--- src/rtl/nand_front_pkg.sv ---
package nand_front_pkg;

    localparam int IO_W       = 8;
    localparam int COL_W      = IO_W + 2;
    localparam int ROW_W      = 13;
    localparam int ROW_HI_W   = ROW_W - IO_W;
    localparam int SPARE_BITS = 4;
    localparam int BLK_BITS   = 4;

    localparam logic [IO_W-1:0] CODE_RD_A    = 8'h00;
    localparam logic [IO_W-1:0] CODE_RD_B    = 8'h01;
    localparam logic [IO_W-1:0] CODE_RD_SP   = 8'h50;
    localparam logic [IO_W-1:0] CODE_RST     = 8'hFF;
    localparam logic [IO_W-1:0] CODE_ID      = 8'h90;
    localparam logic [IO_W-1:0] CODE_STAT    = 8'h70;
    localparam logic [IO_W-1:0] CODE_PG_SET  = 8'h80;
    localparam logic [IO_W-1:0] CODE_PG_GO   = 8'h10;
    localparam logic [IO_W-1:0] CODE_ER_SET  = 8'h60;
    localparam logic [IO_W-1:0] CODE_ER_GO   = 8'hD0;

    typedef enum logic [3:0] {
        CMD_NONE, CMD_RD_A, CMD_RD_B, CMD_RD_SP, CMD_RST, CMD_ID,
        CMD_STAT, CMD_PG_SET, CMD_PG_GO, CMD_ER_SET, CMD_ER_GO
    } cmd_t;

    typedef enum logic [2:0] {
        OP_NONE = 3'd0, OP_READ = 3'd1, OP_PROG = 3'd2, OP_ERASE = 3'd3,
        OP_ID = 3'd4, OP_STAT = 3'd5, OP_RESET = 3'd6
    } op_t;

    typedef enum logic [1:0] {
        PTR_A = 2'd0, PTR_B = 2'd1, PTR_SP = 2'd2
    } ptr_t;

    typedef enum logic [2:0] {
        SEQ_IDLE, SEQ_RD_ADDR, SEQ_PG_ADDR, SEQ_PG_DATA, SEQ_ER_ADDR, SEQ_ER_CONF
    } seq_t;

endpackage

--- src/rtl/nand_strobe_sync.sv ---
module nand_strobe_sync #(
    parameter int STAGES = 2
) (
    input  logic clk,
    input  logic rst_n,
    input  logic we_n,
    output logic strobe
);
    localparam int DEPTH = STAGES + 1;

    logic [DEPTH-1:0] pipe_d, pipe_q;

    always_comb begin
        pipe_d = {pipe_q[DEPTH-2:0], we_n};
    end

    always_ff @(posedge clk or negedge rst_n) begin
        if (!rst_n) pipe_q <= '1;
        else        pipe_q <= pipe_d;
    end

    assign strobe = pipe_q[STAGES-1] & ~pipe_q[STAGES];


    single_strobe_chk: assert property (@(posedge clk) disable iff (!rst_n)
        strobe |=> !strobe);

endmodule

--- src/rtl/nand_cmd_decode.sv ---
module nand_cmd_decode
    import nand_front_pkg::*;
(
    input  logic [IO_W-1:0] code,
    input  logic            spare_sel_n,
    output cmd_t            cmd
);
    always_comb begin
        unique case (code)
            CODE_RD_A:   cmd = CMD_RD_A;
            CODE_RD_B:   cmd = CMD_RD_B;
            CODE_RD_SP:  cmd = spare_sel_n ? CMD_NONE : CMD_RD_SP;
            CODE_RST:    cmd = CMD_RST;
            CODE_ID:     cmd = CMD_ID;
            CODE_STAT:   cmd = CMD_STAT;
            CODE_PG_SET: cmd = CMD_PG_SET;
            CODE_PG_GO:  cmd = CMD_PG_GO;
            CODE_ER_SET: cmd = CMD_ER_SET;
            CODE_ER_GO:  cmd = CMD_ER_GO;
            default:     cmd = CMD_NONE;
        endcase
    end
endmodule

--- src/rtl/nand_addr_asm.sv ---
module nand_addr_asm
    import nand_front_pkg::*;
(
    input  logic                clk,
    input  logic                rst_n,
    input  logic                clr,
    input  logic                load,
    input  logic [IO_W-1:0]     din,
    output logic [IO_W-1:0]     byte0,
    output logic [IO_W-1:0]     byte1,
    output logic [ROW_HI_W-1:0] byte2,
    output logic [1:0]          count
);
    typedef struct packed {
        logic [IO_W-1:0]     b0;
        logic [IO_W-1:0]     b1;
        logic [ROW_HI_W-1:0] b2;
        logic [1:0]          cnt;
    } asm_t;

    asm_t s_d, s_q;

    always_comb begin
        s_d = s_q;
        if (clr) begin
            s_d.cnt = '0;
        end else if (load && s_q.cnt != 2'd3) begin
            unique case (s_q.cnt)
                2'd0:    s_d.b0 = din;
                2'd1:    s_d.b1 = din;
                default: s_d.b2 = din[ROW_HI_W-1:0];
            endcase
            s_d.cnt = s_q.cnt + 2'd1;
        end
    end

    always_ff @(posedge clk or negedge rst_n) begin
        if (!rst_n) s_q <= '0;
        else        s_q <= s_d;
    end

    assign byte0 = s_q.b0;
    assign byte1 = s_q.b1;
    assign byte2 = s_q.b2;
    assign count = s_q.cnt;
endmodule

--- src/rtl/nand_cmd_front.sv ---
module nand_cmd_front
    import nand_front_pkg::*;
#(
    parameter int SYNC_STAGES = 2
) (
    input  logic             clk,
    input  logic             rst_n,
    input  logic             ce_n,
    input  logic             we_n,
    input  logic             cle,
    input  logic             ale,
    input  logic [IO_W-1:0]  io_in,
    input  logic             spare_sel_n,
    input  logic             op_ack,
    output logic             op_valid,
    output logic [2:0]       op_kind,
    output logic [COL_W-1:0] op_col,
    output logic [ROW_W-1:0] op_row,
    output logic [1:0]       ptr_half
);
    localparam int HALF = 1 << IO_W;

    typedef struct packed {
        seq_t             seq;
        ptr_t             ptr;
        logic             valid;
        op_t              kind;
        logic [COL_W-1:0] col;
        logic [ROW_W-1:0] row;
    } front_t;

    front_t st_d, st_q;

    logic                strobe, wr_en;
    cmd_t                cmd;
    logic                asm_clr, asm_load;
    logic [IO_W-1:0]     a_b0, a_b1;
    logic [ROW_HI_W-1:0] a_b2;
    logic [1:0]          a_cnt;

    nand_strobe_sync #(.STAGES(SYNC_STAGES)) sync_i (
        .clk(clk), .rst_n(rst_n), .we_n(we_n), .strobe(strobe)
    );

    nand_cmd_decode dec_i (
        .code(io_in), .spare_sel_n(spare_sel_n), .cmd(cmd)
    );

    nand_addr_asm asm_i (
        .clk(clk), .rst_n(rst_n), .clr(asm_clr), .load(asm_load), .din(io_in),
        .byte0(a_b0), .byte1(a_b1), .byte2(a_b2), .count(a_cnt)
    );

    assign wr_en = strobe & ~ce_n;

    function automatic logic [COL_W-1:0] col_of(ptr_t p, logic [IO_W-1:0] b);
        logic [COL_W-1:0] c;
        unique case (p)
            PTR_B:   c = COL_W'(HALF) + COL_W'(b);
            PTR_SP:  c = COL_W'(2 * HALF) + COL_W'(b[SPARE_BITS-1:0]);
            default: c = COL_W'(b);
        endcase
        return c;
    endfunction

    always_comb begin
        st_d     = st_q;
        asm_clr  = 1'b0;
        asm_load = 1'b0;
        if (op_ack) st_d.valid = 1'b0;

        if (wr_en && cle && !ale && cmd != CMD_NONE &&
            (!st_q.valid || cmd == CMD_RST)) begin
            asm_clr  = 1'b1;
            st_d.seq = SEQ_IDLE;
            unique case (cmd)
                CMD_RD_A:   begin st_d.ptr = PTR_A;  st_d.seq = SEQ_RD_ADDR; end
                CMD_RD_B:   begin st_d.ptr = PTR_B;  st_d.seq = SEQ_RD_ADDR; end
                CMD_RD_SP:  begin st_d.ptr = PTR_SP; st_d.seq = SEQ_RD_ADDR; end
                CMD_PG_SET: st_d.seq = SEQ_PG_ADDR;
                CMD_ER_SET: st_d.seq = SEQ_ER_ADDR;
                CMD_RST: begin
                    st_d.ptr   = PTR_A;
                    st_d.valid = 1'b1;
                    st_d.kind  = OP_RESET;
                    st_d.col   = '0;
                    st_d.row   = '0;
                end
                CMD_ID, CMD_STAT: begin
                    st_d.valid = 1'b1;
                    st_d.kind  = (cmd == CMD_ID) ? OP_ID : OP_STAT;
                    st_d.col   = '0;
                    st_d.row   = '0;
                end
                CMD_PG_GO: begin
                    if (st_q.seq == SEQ_PG_DATA) begin
                        st_d.valid = 1'b1;
                        st_d.kind  = OP_PROG;
                        st_d.col   = col_of(st_q.ptr, a_b0);
                        st_d.row   = {a_b2, a_b1};
                        if (st_q.ptr == PTR_B) st_d.ptr = PTR_A;
                    end
                end
                CMD_ER_GO: begin
                    if (st_q.seq == SEQ_ER_CONF) begin
                        st_d.valid = 1'b1;
                        st_d.kind  = OP_ERASE;
                        st_d.col   = '0;
                        st_d.row   = {a_b1[ROW_HI_W-1:0], a_b0[IO_W-1:BLK_BITS],
                                      {BLK_BITS{1'b0}}};
                    end
                end
                default: ;
            endcase
        end else if (wr_en && ale && !cle && !st_q.valid) begin
            unique case (st_q.seq)
                SEQ_RD_ADDR: begin
                    asm_load = 1'b1;
                    if (a_cnt == 2'd2) begin
                        st_d.valid = 1'b1;
                        st_d.kind  = OP_READ;
                        st_d.col   = col_of(st_q.ptr, a_b0);
                        st_d.row   = {io_in[ROW_HI_W-1:0], a_b1};
                        st_d.seq   = SEQ_IDLE;
                        if (st_q.ptr == PTR_B) st_d.ptr = PTR_A;
                    end
                end
                SEQ_PG_ADDR: begin
                    asm_load = 1'b1;
                    if (a_cnt == 2'd2) st_d.seq = SEQ_PG_DATA;
                end
                SEQ_ER_ADDR: begin
                    asm_load = 1'b1;
                    if (a_cnt == 2'd1) st_d.seq = SEQ_ER_CONF;
                end
                default: ;
            endcase
        end
    end

    always_ff @(posedge clk or negedge rst_n) begin
        if (!rst_n) begin
            st_q       <= '0;
            st_q.seq   <= SEQ_IDLE;
            st_q.ptr   <= PTR_A;
            st_q.kind  <= OP_NONE;
        end else begin
            st_q <= st_d;
        end
    end

    assign op_valid = st_q.valid;
    assign op_kind  = st_q.kind;
    assign op_col   = st_q.col;
    assign op_row   = st_q.row;
    assign ptr_half = st_q.ptr;


    req_hold_chk: assert property (@(posedge clk) disable iff (!rst_n)
        op_valid && !op_ack |=> op_valid);


    req_kind_stable_chk: assert property (@(posedge clk) disable iff (!rst_n)
        op_valid && !op_ack |=> (op_kind == $past(op_kind)) || (op_kind == OP_RESET));


    erase_align_chk: assert property (@(posedge clk) disable iff (!rst_n)
        op_valid && op_kind == OP_ERASE |-> op_row[BLK_BITS-1:0] == '0);


    col_range_chk: assert property (@(posedge clk) disable iff (!rst_n)
        op_valid |-> op_col < COL_W'(2 * HALF + (1 << SPARE_BITS)));

endmodule

--- config.mk ---
export PLATFORM = sky130hd
export DESIGN_NAME = nand_cmd_front
export DESIGN_NICKNAME = d
export VERILOG_FILES = /design/src/rtl/nand_front_pkg.sv /design/src/rtl/nand_strobe_sync.sv /design/src/rtl/nand_cmd_decode.sv /design/src/rtl/nand_addr_asm.sv /design/src/rtl/nand_cmd_front.sv
export SDC_FILE = /design/constraint.sdc
export NUM_CORES = 1
export LEC_CHECK = 0
export BUFFER_PORTS_ARGS = -buffer_cell sky130_fd_sc_hd__buf_4
export CORE_AREA = 2 2 81 83
export CTS_CLUSTER_DIAMETER = 200
export DETAILED_ROUTE_END_ITERATION = 10
export DIE_AREA = 0 0 83 85
export PLACE_DENSITY = 0.78
export SYNTH_ARGS = -nofsm -noshare
export SYNTH_HDL_FRONTEND = slang
export SYNTH_SLANG_ARGS = --single-unit
--- constraint.sdc ---
create_clock -name clk -period 2.46 [get_ports clk]
set_input_delay 0.492 -clock clk [delete_from_list [all_inputs] [get_ports clk]]
set_output_delay 0.492 -clock clk [all_outputs]
set_load 0.05 [all_outputs]
==> metrics.md <==
| Metric | Value |
|---|---|
| Status | complete, no violations |
| Core area | 6200 um2 |
| Slew margin rel. | 51.0% |
| Die area | 7060 um2 |
| Initial antenna violation count | 0 |
| Fin crit period | approximately 2.3 ns |
| Post-CTS setup buffer count | 0 |
| DIE HEIGHT | around 85 um |
| RSZ-0062 raised after global routing | no |
| Pre-Repair DR Iteration Count | 5 |
| Met2 Resource Use GR | approximately two fifths |
| WL final | 8.71 mm |
| Post-DP HPWL | 6.28 mm |
| Post-route clock period utilization | 92.9% |
| Gr busiest metal | met2 |
| Setup TNS | 0 ns |
| Crit Path Category | reg2reg |
| R2R Setup Slk | about 0.17 ns |
| Pleak | 0.00195 uW |
| CP Launch Type | register |
| TritonCTS Buffers | 9 |
| FF+latch count, synth | 58 |
| Clk_lat worst skew | between 0.3 and 0.4 ns |
| Met1 Track Usage GR | roughly a third |
| Warnings, synthesis | 0 |
| Mapped Nets | between 300 and 400 |
| Chip width | 83 um |
| Root buf cell | clkbuf_8 |
| Primary FF master, synth | dfrtp_1 |
| Worst-Margin Slew | between 0.7 and 0.8 ns |
| Tot GR Track Use | 26.5% |
| Worst Hold Class | in2async |
| IO buf count | between 40 and 50 |
| Placer Congestion | 0.972 |
| Via count | around 2900 |
| Critical Path RT | 2.69 ns |
| # Max-Cap Violations | 0 |
| Clk sinks | 58 |
| CP Capture Type | register |
| Setup violators final | 0 |
| Initial core utilization | 56.4% |
| Vias per cell | just under 6 |
| Synth cell types | between 60 and 70 |
| P&R area growth vs syn | 17.0% |
| Max VDD drop | 0.443 mV |
| Nets | 431 |
| Fraction of layout cells with a size suffix above 1 | 33.3% |
| Synthesized area | 3500 um2 |
| Number of synthesized flops with an enable pin | 0 |
| Power Density | 526 nW/um2 |
| IO Pins | 45 |
| Reg clk slew, reported paths | 0.07 ns |
| Routed Antenna Nets | 0 |
| Syn_area_per_cell | 9.53 um2 |
| DRT iter0 DRCs | 266 |
| Hold Vio Cnt, Final | 0 |
| Max Clk Rate | 0.437 GHz |
| CTS tree | done |
| Hold Slack | around 0.19 ns |
| Sequential-to-total area share from yosys stat | 41.6% |
| GR Overflow Total | 0 |
| FP Rows | 29 |
| Max-slew violations | 0 |
| Antenna cells | 0 |
| CTS resizes | 0 |
| Number of global-route vias before repair | 2873 |
| CP max FO | 8 |
| H-tree level count | 3 |
| Routed WL per cell | 17.8 um |
| Max clock buf depth | 2 |
| Residual DRC | 0 |
| Worst Skew | 0.00972 ns |
| Post-CTS Hold Buffers | 0 |
| Met3 Usage GRT | 6.13% |
| Pin count of the biggest net entering global routing | about 60 |
| Syn Inst Count | 367 |
| Ys async rst share | 100% |
| Worst Path Arrival | 2.51 ns |
| Global-route wire length before repair | 14.4 mm |
==> cell families (layout without fill, tap and decap cells) <==
group	Yosys count	in the layout	synth area share, %
AOI/OAI and AO/OA	103	103	23.0
xor gates and xnor gates	3	3	0.751
adders and majority gates	9	9	3.15
buffers and inverters	63	108	11.0
DFF	58	58	41.6
muxes	9	9	2.90
and+or+nand+nor	122	122	17.6
==> worst paths after layout <==
path / start / cells past startpoint / to
max: sync_i.pipe_q[1]$_DFF_PN1_ / 5 / asm_i.byte2[3]$_DFFE_PN0P_
min: rst_n / 1 / asm_i.count[0]$_DFFE_PN0P_
max reg2reg: sync_i.pipe_q[1]$_DFF_PN1_ / 5 / asm_i.byte2[3]$_DFFE_PN0P_
min reg2reg: sync_i.pipe_q[0]$_DFF_PN1_ / 0 / sync_i.pipe_q[1]$_DFF_PN1_
max in group asynchronous: rst_n / 1 / asm_i.byte1[5]$_DFFE_PN0P_
min in group clk: we_n / 1 / sync_i.pipe_q[0]$_DFF_PN1_
==> flip-flops by register name (all words and copies together) (netlist names) <==
signal         cells
asm_i.byte0        8
asm_i.byte1        8
asm_i.byte2        5
asm_i.count        2
op_col            10
op_kind            3
op_row            13
op_valid           1
ptr_half           2
st_q               3
sync_i.pipe_q      3
==> worst max-delay path: stages, from the launching register on <==
cell and delay [ns]:
dfstp_2 0.54, nor3b_1 0.23, nand3_1 0.18, or3_1 0.42, or3_1 0.48, mux2_2 0.32
==> layout make-up <==
cell class / count / area, um2
inverter: 13 / 48.8
clock buffer: 12 / 155
tap: 77 / 96.3
multi-input combinational: 246 / 1660
timing repair buffer: 79 / 606
fill: 509 / 2110
sequential: 58 / 1460
clock inverter: 4 / 73.8
==> cells in the mapped netlist, types with 6 or more instances <==
| cell type | count | area share, % |
|---|---|---|
| a21oi_1 | 7 | 1.0 |
| a22oi_1 | 6 | 1.3 |
| inv_1 | 13 | 1.4 |
| o21ai_2 | 20 | 5.0 |
| o21ai_0 | 25 | 3.6 |
| buf_4 | 28 | 6.0 |
| nor3_1 | 6 | 0.86 |
| mux2_2 | 9 | 2.9 |
| dfrtp_1 | 55 | 39 |
| nand2b_1 | 6 | 1.1 |
| buf_2 | 10 | 1.4 |
| nor2_1 | 7 | 0.75 |
| ha_1 | 8 | 2.9 |
| clkbuf_1 | 8 | 0.86 |
| nand2_1 | 63 | 6.8 |
==> report_power, final <==
| part | total (uW) | internal, uW | leakage (uW) | switching (uW) |
|---|---|---|---|---|
| combinational | 154 | 58.0 | 0.00105 | 95.7 |
| sequential | 964 | 960 | 0.000790 | 4.24 |
| clock | 1030 | 626 | 0.000117 | 407 |
| total | 2150 | 1640 | 0.00195 | 507 |
==> layer usage <==
layer  vias up  routed length, um
met4         0                201
met5         -                  0
li1       1367                  -
met2       111               4120
met3        18                634
met1      1380               3750
==> cell usage in the layout, fill, tap and decap left out, drive strengths merged, types with 4 or more instances in the layout <==
master	Yosys	final
a21oi	7	7
a22o	5	5
a22oi	6	6
a32o	6	6
buf	42	79
clkbuf	8	12
dfrtp	55	55
ha	8	8
inv	13	13
mux2	9	9
nand2	63	63
nand2b	6	6
nand3	5	5
nand3b	4	4
nor2	7	7
nor2b	5	5
nor3	6	6
o21ai	45	45
o31ai	4	4
==> stage by stage <==
stage,instances,utilization [%],power (uW),setup WS [ns],instance area (um2)
6_report,489,66.0,2150,0.174,4090
5_1_grt,489,66.0,2230,0.0758,4090
4_1_cts,489,66.0,2160,0.142,4090
3_5_place_dp,473,62.3,1130,0.0256,3860
3_3_place_gp,473,62.3,1130,0.0616,3860
2_1_floorplan,367,-,1060,0.101,3500
No activity file was read; power rests on OpenSTA's default activity.
